## config.mk

```make
export PLATFORM = sky130hd
export DESIGN_NAME = sc_fault_seq
export DESIGN_NICKNAME = d
export VERILOG_FILES = /design/src/rtl/sc_fault_pkg.sv /design/src/rtl/sc_dn_timer.sv /design/src/rtl/sc_fault_seq.sv
export SDC_FILE = /design/constraint.sdc
export NUM_CORES = 1
export LEC_CHECK = 0
export CAP_MARGIN = 10
export CORE_ASPECT_RATIO = 1.5
export CORE_UTILIZATION = 57
export DETAILED_ROUTE_END_ITERATION = 8
export GPL_TIMING_DRIVEN = 1
export HOLD_SLACK_MARGIN = 0.08
export PLACE_DENSITY = 0.86
export SYNTH_ARGS = -nofsm -noshare
export SYNTH_HDL_FRONTEND = slang
export SYNTH_SLANG_ARGS = --single-unit
```

## constraint.sdc

```tcl
create_clock -name clk_i -period 3.1 [get_ports clk_i]
set_input_delay 0.62 -clock clk_i [delete_from_list [all_inputs] [get_ports clk_i]]
set_output_delay 0.62 -clock clk_i [all_outputs]
set_load 0.03 [all_outputs]
```

## src/rtl/sc_fault_pkg.sv

```systemverilog
package sc_fault_pkg;
  typedef enum logic [1:0] {ST_OFF, ST_ON, ST_WEAK, ST_TRIP} st_e;
  typedef enum logic [1:0] {GD_OFF = 2'b00, GD_WEAK = 2'b01, GD_FULL = 2'b10} gd_e;
endpackage

```

## src/rtl/sc_dn_timer.sv

```systemverilog
module sc_dn_timer #(
  parameter int W = 16
) (
  input  logic         clk_i,
  input  logic         rst_ni,
  input  logic         load_i,
  input  logic         run_i,
  input  logic [W-1:0] val_i,
  output logic         exp_o
);
  localparam logic [W-1:0] ONE = W'(1);
  logic [W-1:0] cnt_q;

  always_ff @(posedge clk_i or negedge rst_ni) begin
    if (!rst_ni)                           cnt_q <= '0;
    else if (load_i)                       cnt_q <= (val_i == '0) ? ONE : val_i;
    else if (run_i && cnt_q != '0)         cnt_q <= cnt_q - ONE;
  end

  // fires on the Nth run edge after load
  assign exp_o = run_i && (cnt_q == ONE);
endmodule

```

## src/rtl/sc_fault_seq.sv

```systemverilog
module sc_fault_seq
  import sc_fault_pkg::*;
#(
  parameter int TW = 16,
  parameter int WW = 16
) (
  input  logic          clk_i,
  input  logic          rst_ni,
  input  logic          arm_i,
  input  logic          oc_pos_i,
  input  logic          oc_neg_i,
  input  logic          hi_pos_i,
  input  logic          hi_neg_i,
  input  logic [TW-1:0] t_ton_i,
  input  logic [TW-1:0] t_ful_i,
  input  logic          test_en_i,
  input  logic [WW-1:0] test_win_i,
  input  logic          clear_i,
  output logic [1:0]    gate_a_o,
  output logic [1:0]    gate_b_o,
  output logic          trip_o,
  output logic [1:0]    fault_code_o,
  output logic          thr_test_o,
  output logic          test_pass_o,
  output logic          test_fail_o
);
  localparam int NT = 2;  // 0: turn-on short, 1: fault under load

  st_e         st_q, st_d;
  logic        oc, hi;
  logic        fresh_q, type_q, type_d;
  logic [1:0]  code_q, code_d;
  logic        ld_fault;
  logic [NT-1:0]        t_exp;
  logic [NT-1:0][TW-1:0] t_lim;
  logic        sess_q, done_q, sess_start, sess_pass, sess_fail, w_exp;
  logic        pass_q, fail_q;

  assign oc = oc_pos_i | oc_neg_i;
  assign hi = hi_pos_i | hi_neg_i;
  assign t_lim[0] = t_ton_i;
  assign t_lim[1] = t_ful_i;

  for (genvar g = 0; g < NT; g++) begin : g_tmr
    sc_dn_timer #(.W(TW)) u_tmr (
      .clk_i (clk_i),
      .rst_ni(rst_ni),
      .load_i(ld_fault),
      .run_i (st_q == ST_WEAK),
      .val_i (t_lim[g]),
      .exp_o (t_exp[g])
    );
  end

  sc_dn_timer #(.W(WW)) u_win (
    .clk_i (clk_i),
    .rst_ni(rst_ni),
    .load_i(sess_start),
    .run_i (sess_q),
    .val_i (test_win_i),
    .exp_o (w_exp)
  );

  always_comb begin
    st_d     = st_q;
    type_d   = type_q;
    code_d   = code_q;
    ld_fault = 1'b0;
    unique case (st_q)
      ST_OFF:  if (arm_i) st_d = ST_ON;
      ST_ON: begin
        if (!arm_i) st_d = ST_OFF;
        else if (oc && !sess_q) begin
          st_d     = ST_WEAK;
          ld_fault = 1'b1;
          type_d   = !fresh_q;
        end
      end
      ST_WEAK: begin
        if (!arm_i) st_d = ST_OFF;
        else if (t_exp[0] && hi) begin
          st_d   = ST_TRIP;
          code_d = {1'b1, type_q};
        end else if (t_exp[1]) begin
          if (oc) begin
            st_d   = ST_TRIP;
            code_d = {1'b0, type_q};
          end else st_d = ST_ON;
        end
      end
      ST_TRIP: if (clear_i) begin
        st_d   = ST_OFF;
        code_d = 2'b00;
      end
      default: st_d = ST_OFF;
    endcase
  end

  assign sess_start = (st_q == ST_ON) && arm_i && !oc && test_en_i && !sess_q && !done_q;
  assign sess_pass  = sess_q && (st_q == ST_ON) && arm_i && test_en_i && oc;
  assign sess_fail  = sess_q && (st_q == ST_ON) && arm_i && test_en_i && !oc && w_exp;

  always_ff @(posedge clk_i or negedge rst_ni) begin
    if (!rst_ni) begin
      st_q    <= ST_OFF;
      fresh_q <= 1'b0;
      type_q  <= 1'b0;
      code_q  <= 2'b00;
      sess_q  <= 1'b0;
      done_q  <= 1'b0;
      pass_q  <= 1'b0;
      fail_q  <= 1'b0;
    end else begin
      st_q    <= st_d;
      fresh_q <= (st_q == ST_OFF) && arm_i;
      type_q  <= type_d;
      code_q  <= code_d;
      pass_q  <= sess_pass;
      fail_q  <= clear_i ? 1'b0 : (fail_q | sess_fail);
      if (sess_start) sess_q <= 1'b1;
      else if (sess_pass || sess_fail || !test_en_i || st_q != ST_ON || !arm_i) sess_q <= 1'b0;
      if (!test_en_i) done_q <= 1'b0;
      else if (sess_pass || sess_fail) done_q <= 1'b1;
    end
  end

  gd_e gd;
  always_comb begin
    unique case (st_q)
      ST_ON:   gd = GD_FULL;
      ST_WEAK: gd = GD_WEAK;
      default: gd = GD_OFF;
    endcase
  end

  assign gate_a_o     = gd;
  assign gate_b_o     = gd;
  assign trip_o       = (st_q == ST_TRIP);
  assign fault_code_o = code_q;
  assign thr_test_o   = sess_q;
  assign test_pass_o  = pass_q;
  assign test_fail_o  = fail_q;
endmodule

```

# After elaboration in Yosys (flattened, before gate mapping)
# Cells that the tools add are included.
[totals] ff_bits=58 in_bits=57
[classes] addsub=3 n_eq_ne=15 mux=32 bitwise=3 n_reduce_logical=45
[ops] op="two-way mux 16 bit" count=9
[ops] op="== test 16 x 1 -> 1 bit (second input constant)" count=3
[ops] op="zero test 16 bit" count=3
[ops] op="nonzero test 16 bit" count=3
[ops] op="subtractor 16 x 1 -> 16 bit (second input constant)" count=3
[ops] op="two-way mux 2 bit" count=12
[ops] op="logical AND 1 bit" count=20
[ops] op="nonzero test 2 bit" count=5
[ops] op="two-way mux 1 bit" count=8
[ops] op="one-hot mux 2 bit (2 select lines)" count=2
[ops] op="one-hot mux 2 bit (4 select lines)" count=1
[ops] op="zero test 1 bit" count=6
[ops] op="inequality test 2 bit (second input constant)" count=3
[ops] op="inequality test 3 bit (second input constant)" count=2
[ops] op="AND reduction 5 bit" count=1
[ops] op="== test 2 bit (second input constant)" count=2
[ops] op="logical OR 1 bit" count=4
[ops] op="inequality test 2 x 1 -> 1 bit (second input constant)" count=2
[ops] op="inequality test 4 x 3 -> 1 bit (second input constant)" count=1
[ops] op="AND reduction 4 bit" count=1
[ops] op="inequality test 3 x 2 -> 1 bit (second input constant)" count=1
[ops] op="OR 1 bit" count=3
[ops] op="AND reduction 3 bit" count=1
[ops] op="== test 2 x 1 -> 1 bit (second input constant)" count=1
[ops] op="zero test 2 bit" count=1

# Longest topological paths before layout
# Gate-level depths: netlist (run 1).
[depth] depth_word=12 depth_mapped=8 mapped_depth_nobuf=7

# Cells and area by module
# A second synthesis (run 1) with hierarchy kept.
[unflattened] hier_cells=431 hier_area_um2=3938.8
[modules_own_cells] module="sc_dn_timer at g_tmr[0].u_tmr ..." instances=2 cells_each=124 area_each_um2=1091.0 seq_area_each_um2=400.4
[modules_own_cells] module="sc_dn_timer at u_win" instances=1 cells_each=129 area_each_um2=1174.9 seq_area_each_um2=400.4
[modules_own_cells] module="sc_fault_seq" instances=1 cells_each=54 area_each_um2=581.8 seq_area_each_um2=250.2

# Least setup slack after synthesis (run 1)
# No wires, ideal clock.
[synth_timing] path_type="register to output" startpoint="register st_q[0]" endpoint="output gate_b_o[0]" t_arrival_ps=1594 t_required_ps=2480 setup_slack_ps=886 stages_incl_launch_ff=5 n_path_buf=2 path_cell_list="dfrtp_1 > nand2b_1 > inv_1 > clkbuf_1 > buf_4"
[synth_via] elab_chain_len=2 word_cells_on_any_way=3 classes_between="eq/ne: 2; mux: 1"
[synth_rtl] item="start: declaration" line="sc_fault_seq.sv:29" source="st_e st_q, st_d;"
[synth_rtl] item="start signal: assignment" line="sc_fault_seq.sv:114" source="st_q <= st_d;"
[synth_rtl] item="== test 2 bit / == test 2 x 1 -> 1 bit (equally long branches)" line="sc_fault_seq.sv:129" source="unique case (st_q)"
[synth_rtl] item="one-hot mux 2 bit (2 select lines) (*)" line="sc_fault_seq.sv:129"
[synth_rtl] item="end: declaration" line="sc_fault_seq.sv:20" source="output logic [1:0] gate_b_o,"
# Every way passes the cells marked *; elsewhere a longest branch is shown, timed or not.

# Worst setup path after layout (run 1)
[layout_timing] startpoint="register st_q[0]" endpoint="output gate_a_o[0]"
[layout_via] elab_chain_len=2 word_cells_on_any_way=3 classes_between="eq/ne: 2; mux: 1"
[layout_rtl] item="== test 2 bit / == test 2 x 1 -> 1 bit (equally long branches)" line="sc_fault_seq.sv:129"
[layout_rtl] item="one-hot mux 2 bit (2 select lines) (*)" line="sc_fault_seq.sv:129"
[layout_rtl] item="end: declaration" line="sc_fault_seq.sv:19" source="output logic [1:0] gate_a_o,"
# Marks and branches as above.

==> results of run 1 <==
==> routing by layer <==
metal / share of wire, % / wire, um / vias to the layer above
li1: - / - / 1736
met1: 39 / 3890 / 1742
met5: 0 / 0 / -
met4: 2.3 / 225 / 0
met3: 5.6 / 549 / 23
met2: 53 / 5210 / 149
==> logic make-up (layout without fill, tap and decap cells) <==
kind of cell	count (synthesis)	after routing	synth area share, %
XOR/XNOR	21	21	4.99
flip-flops	58	58	39.4
adder cells (fa/ha/maj)	9	9	3.06
AO/OA/AOI/OAI	102	102	18.2
multiplexers	3	3	0.815
AND/OR/NAND/NOR	201	201	29.6
buffers and inverters	33	103	3.91
==> layout make-up <==
type                            instances  share of cell area, %
Multi-Input combinational cell        336                   45.7
Inverter                               13                   1.07
Clock buffer                           12                   3.39
Clock inverter                          3                  0.328
Timing Repair Buffer                   75                   15.8
Sequential cell                        58                   31.7
Tap cell                               74                   2.02
==> power groups by stage <==
stage	clock network [uW]	logic [uW]	registers [uW]
2_1_floorplan	0	1040	1270
3_3_place_gp	0	1310	1400
3_5_place_dp	0	1340	1410
4_1_cts	627	1350	1400
5_1_grt	663	1500	1460
6_report	627	1360	1420
==> worst register-to-register path, stage by stage (launching register included) <==
cell	delay (ns)
dfrtp_1	0.40
inv_1	0.13
ha_1	0.29
nor3b_1	0.52
or4b_1	0.50
or2_2	0.29
a31o_2	0.24
==> sequential cells by signal, summed over array words and instances, names as in the netlist <==
register           count
thr_test_o             1
fresh_q                1
type_q                 1
test_fail_o            1
g_tmr.u_tmr.cnt_q     32
test_pass_o            1
fault_code_o           2
done_q                 1
u_win.cnt_q           16
st_q                   2
==> worst max-delay path by stage <==
| stage | startpoint | endpoint | cells after the start |
|---|---|---|---|
| after floorplan | st_q[0]$_DFFE_PN0P_ | gate_b_o[0] | 4 |
| after CTS | st_q[0]$_DFFE_PN0P_ | gate_a_o[0] | 3 |
| after global routing | st_q[0]$_DFFE_PN0P_ | gate_a_o[0] | 3 |
| after detailed placement | arm_i | g_tmr[1].u_tmr.cnt_q[7]$_DFFE_PN0P_ | 6 |
| final | st_q[0]$_DFFE_PN0P_ | gate_a_o[0] | 3 |
| after global placement | oc_neg_i | g_tmr[0].u_tmr.cnt_q[13]$_DFFE_PN0P_ | 6 |
==> cell usage in the layout, fill, tap and decap left out, types with 11 or more instances in the layout <==
cell type	n
nand2_1	50
nor2_1	35
nand3_1	12
xnor2_1	12
nor4_1	24
o21ai_0	25
a21oi_1	20
inv_1	13
clkdlybuf4s50_1	65
dfrtp_1	58
clkbuf_8	11
nor3_1	19
==> per-stage QoR <==
stage,total power [uW],worst slack (ns),instance area (um^2),util [%],hold slack [ns]
2_1_floorplan,2310,0.886,3680,-,0.324
3_3_place_gp,2710,0.605,4410,71.4,0.447
3_5_place_dp,2750,0.519,4410,71.4,0.436
4_1_cts,3380,0.441,4580,74.2,0.460
5_1_grt,3620,0.340,4580,74.2,0.475
6_report,3400,0.428,4580,74.2,0.435
==> run_results.csv, run 1 <==
group,metric,value,unit
worst_setup_path,cp_slowest_cell,"clkdlybuf4s50_1",
synthesis,ys.flop_type,"dfrtp_1",
worst_setup_path,cp.required,2.48,ns
global_route,use_met3,3.62,%
global_route,grt_pass1_wl,15.9,mm
routing,drt_iter0_drc,218,
die,ios,67,
routing,route.detailed.drc,0,
global_route,grt_use_total,31.2,%
worst_setup_path,path_cells,"nand2b_1 -> inv_1 -> clkdlybuf4s50_1",
routing,ant_nets,0,
global_route,gr-total-overflow,0,
status,outcome,"completed",
cts,cts_root_buf,"clkbuf_8",
worst_setup_path,cp.arrival,2.05,ns
worst_setup_path,cp.buffers_inverters,2,
power,clkPwrFrac,18.4,%
power,p_per_area,743,nW/um^2
synthesis,synthTopCellsByCount,"dfrtp_1 (58), nand2_1 (50), nor2_1 (35), o21ai_0 (25), nor4_1 (24)",
timing,slew_headroom,41.8,%
routing,vias,3650,
global_route,grt_util_met2,55.1,%
cts,cts_tree,"built",
placement,port_buffers,66,
timing,tns,0,ns
cts,cts_setup_buffers,0,
timing,finalHoldViolations,0,
synthesis,post-synth-top-area-cell,"dfrtp_1",
synthesis,synth.net_count,493,
die,core,6170,um^2
placement,dp.cells,556,
job,maxCapViolCount,0,
synthesis,synth.yosys.warnings,0,
global_route,gr-usage-met1,36.5,%
die,die_h,100,um
layout,drive_above_1_share,7.65,%
cts,htree_levels,3,
worst_setup_path,critPathLaunchType,"flip-flop",
synthesis,synthArstFlopShare,100,%
global_route,grt_start_max_net_pins,59,
synthesis,synth_area_leaders,"dfrtp_1 (39%), nand2_1 (5.1%), nor4_1 (4.1%)",
cts,clock_latency,0.34,ns
routing,totalWireLength,9.88,mm
timing,fmax,374,MHz
worst_setup_path,slowest_delay,0.75,ns
routing,dr.pass1.iters,5,
cts,clkTransAtPathRegs,0.06,ns
worst_setup_path,cp_top_family,"buffers and inverters",
worst_setup_path,cp_max_fo,9,
worst_setup_path,r2r_cells,6,
routing,via_per_inst,6.39,
timing,final_max_slew_viol_count,0,
die,dieArea,6790,um^2
layout,ff_latch_area,1450,um^2
cts,ctsResizeCount,0,
power,swShare,42.0,%
cts,ctsHoldBuffers,0,
global_route,grt_pass1_vias,3466,
die,die_w,67.6,um
layout,diodes,0,
power,seqPwrFrac,41.7,%
synthesis,yosysTopAreaCellShare,39.4,%
layout,num-nets-final,559,
placement,place_congestion,0.929,
worst_setup_path,r2r_start,"g_tmr[0].u_tmr.cnt_q[1]$_DFFE_PN0P_",
cts,numCtsBuffers,9,
synthesis,yosysMostFrequentCell,"dfrtp_1",
layout,fill_cells,479,
placement,dp_hpwl,7.26,mm
power,p_switching,1430,uW
power,vdd_ir_drop_max,0.437,mV
synthesis,avgSynthCellArea,8.63,um^2
synthesis,ys_seq_elements,58,
timing,tightest_slew,0.864,ns
synthesis,synth_cells,427,
synthesis,ys_seq_area_share,39.4,%
synthesis,syn_area,3680,um^2
min_path,hold_class,"in -> async",
worst_setup_path,r2r_end,"g_tmr[0].u_tmr.cnt_q[10]$_DFFE_PN0P_",
synthesis,synth_edf_count,0,
power,leakage,0.00171,uW
power,power.internal,1980,uW
timing,setup_violations,0,
layout,syn2layout_area_growth,24.3,%
worst_setup_path,worstSetupPathType,"reg -> out",
global_route,antenna_found_initial,0,
timing,rsz0062_at_grt,"false",
die,num_rows,35,
worst_setup_path,worstSetupEndpointType,"output pin",
layout,multiInputGateArea,2090,um^2
power,p_comb_share,39.9,%
layout,fin_cells,571,
cts,clk_path_buf_depth,2,
die,start_util,59.7,%
global_route,busiest_layer,"met2",
worst_setup_path,reg2reg_slack,0.63,ns
cts,cts_sinks,58,
timing,timing.final.crit_share,86.2,%
timing,period_needed,2.67,ns
synthesis,synth.distinct_cells,63,
routing,routedWlPerCell,17.3,um
timing,fin_skew,0.00622,ns
(Power assumes the default switching activity.)
==> run 2: changes to the inputs <==
Settings changed: MAX_ROUTING_LAYER set to met4, SLEW_MARGIN set to 10.
==> run_results.csv, run 2 (synthesized netlist as in run 1, its figures left out) <==
group,metric,value,unit
global_route,antenna_found_initial,0,
power,power.internal,2040,uW
placement,dp_hpwl,7.64,mm
cts,clock_latency,0.34,ns
timing,tns,0,ns
layout,num-nets-final,559,
global_route,grt_pass1_wl,17.1,mm
worst_setup_path,cp.arrival,2.04,ns
layout,finish.utilization,74.6,%
routing,vias,3775,
routing,drt_iter0_drc,273,
timing,rsz0062_at_grt,"false",
die,die_w,67.6,um
job,maxCapViolCount,0,
worst_setup_path,critPathLaunchType,"flip-flop",
global_route,gr-total-overflow,0,
routing,ant_nets,0,
timing,finalHoldViolations,0,
layout,largest_reg_flops,32,
timing,setup_violations,0,
min_path,hold_class,"in -> async",
routing,via_per_inst,6.61,
power,power,3480,uW
power,swShare,41.3,%
layout,drive_above_1_share,7.44,%
placement,place_congestion,0.935,
die,core,6170,um^2
cts,clk_path_buf_depth,2,
timing,fmax,376,MHz
placement,port_buffers,66,
power,leakage,0.00172,uW
die,num_rows,35,
cts,cts_tree,"built",
worst_setup_path,worstSetupEndpointType,"output pin",
status,outcome,"completed",
worst_setup_path,worstSetupPathType,"reg -> out",
die,ios,67,
cts,cts_sinks,58,
layout,reg_top3,"g_tmr.u_tmr.cnt_q: 32 flops, u_win.cnt_q: 16 flops",
cts,cts_root_buf,"clkbuf_8",
timing,final_max_slew_viol_count,0,
cts,ctsResizeCount,0,
worst_setup_path,cp.required,2.48,ns
power,seqPwrFrac,40.9,%
timing,fin_skew,0.00935,ns
power,p_switching,1440,uW
layout,final_common_cell,"clkdlybuf4s50_1",
layout,final_cell_mix,"clkdlybuf4s50_1 (65), dfrtp_1 (58), nand2_1 (50), nor2_1 (35), o21ai_0 (25)",
routing,routedWlPerCell,18.2,um
power,p_comb_share,39.6,%
routing,totalWireLength,10.4,mm
worst_setup_path,cp_max_fo,9,
timing,period_needed,2.66,ns
routing,route.detailed.drc,0,
timing,timing.final.crit_share,85.8,%
cts,numCtsBuffers,9,
die,die_h,100,um
timing,slew_headroom,41.5,%
die,start_util,59.7,%
layout,diodes,0,
power,p_per_area,755,nW/um^2
power,vdd_ir_drop_max,0.496,mV
layout,regMostFlops,"g_tmr.u_tmr.cnt_q",
cts,cts_setup_buffers,0,
power,clkPwrFrac,19.5,%
worst_setup_path,r2r_cells,6,
die,dieArea,6790,um^2
cts,htree_levels,3,
global_route,grt_pass1_vias,3727,
routing,dr.pass1.iters,4,
layout,syn2layout_area_growth,25.1,%
cts,ctsHoldBuffers,0,
global_route,grt_use_total,34.9,%
cts,clkTransAtPathRegs,0.06,ns
global_route,grt_start_max_net_pins,50,
layout,fill_cells,502,
timing,tightest_slew,0.869,ns
==> run 2: changes by cell type in the layout (fill, tap and decap cells not counted), sizes merged <==
cell,delta
clkinv,-1
bufinv,+1
==> run 2: through the flow <==
| stage | setup WS (ns) | hold WS (ns) | instance area [um^2] | instances |
|---|---|---|---|---|
| after floorplan | 0.886 | 0.324 | 3680 | 427 |
| after detailed placement | 0.482 | 0.490 | 4420 | 556 |
| after global placement | 0.597 | 0.449 | 4420 | 556 |
| after CTS | 0.438 | 0.329 | 4610 | 571 |
| final | 0.439 | 0.323 | 4610 | 571 |
| after global routing | 0.360 | 0.364 | 4610 | 571 |
==> run 2: layer usage <==
metal / track usage, % / vias to the layer above / part of all wire, %
met2: 59.6 / 174 / 55
li1: - / 1742 / -
met1: 37.1 / 1823 / 37
met5: - / - / 0
met4: 18.2 / 0 / 2.9
met3: 6.45 / 36 / 4.7
==> run 2: critical path, cell delays in order (launching register included) <==
cell	delay (ns)
dfrtp_1	0.45
nand2b_1	0.19
inv_1	0.31
clkdlybuf4s50_1	0.75
==> run 2: final timing paths <==
path / startpoint / end / slack, ns
min reg2reg: fresh_q$_DFF_PN0_ / type_q$_DFFE_PN0P_ / 0.52
max in group asynchronous: rst_ni / u_win.cnt_q[13]$_DFFE_PN0P_ / 2.16
max: st_q[0]$_DFFE_PN0P_ / gate_b_o[0] / 0.44
max reg2reg: g_tmr[0].u_tmr.cnt_q[0]$_DFFE_PN0P_ / g_tmr[0].u_tmr.cnt_q[10]$_DFFE_PN0P_ / 0.59
min: rst_ni / u_win.cnt_q[2]$_DFFE_PN0P_ / 0.32
min in group clk_i: fresh_q$_DFF_PN0_ / type_q$_DFFE_PN0P_ / 0.52
==> run 2: power groups by stage <==
stage / registers, uW / logic (uW) / clock network (uW)
6_report: 1420 / 1380 / 678
3_3_place_gp: 1400 / 1310 / 0
5_1_grt: 1470 / 1510 / 720
3_5_place_dp: 1410 / 1350 / 0
2_1_floorplan: 1270 / 1040 / 0
4_1_cts: 1410 / 1370 / 685
==> run 2: cell type report <==
type / instances / area, um^2 / share of cell area (%)
inverter: 13 / 48.8 / 1.06
timing repair buffer: 75 / 736 / 16.0
sequential: 58 / 1450 / 31.5
clock buffer: 12 / 145 / 3.15
clock inverter: 3 / 40.0 / 0.869
multi-input combinational: 336 / 2090 / 45.4
tap: 74 / 92.6 / 2.01
==> run 3: changes to the inputs <==
Settings changed: CTS_CLUSTER_DIAMETER set to 50, SLEW_MARGIN 10 to 20.
==> results of run 3 <==
Final layout, timing and power as in run 2 (identical DEF).
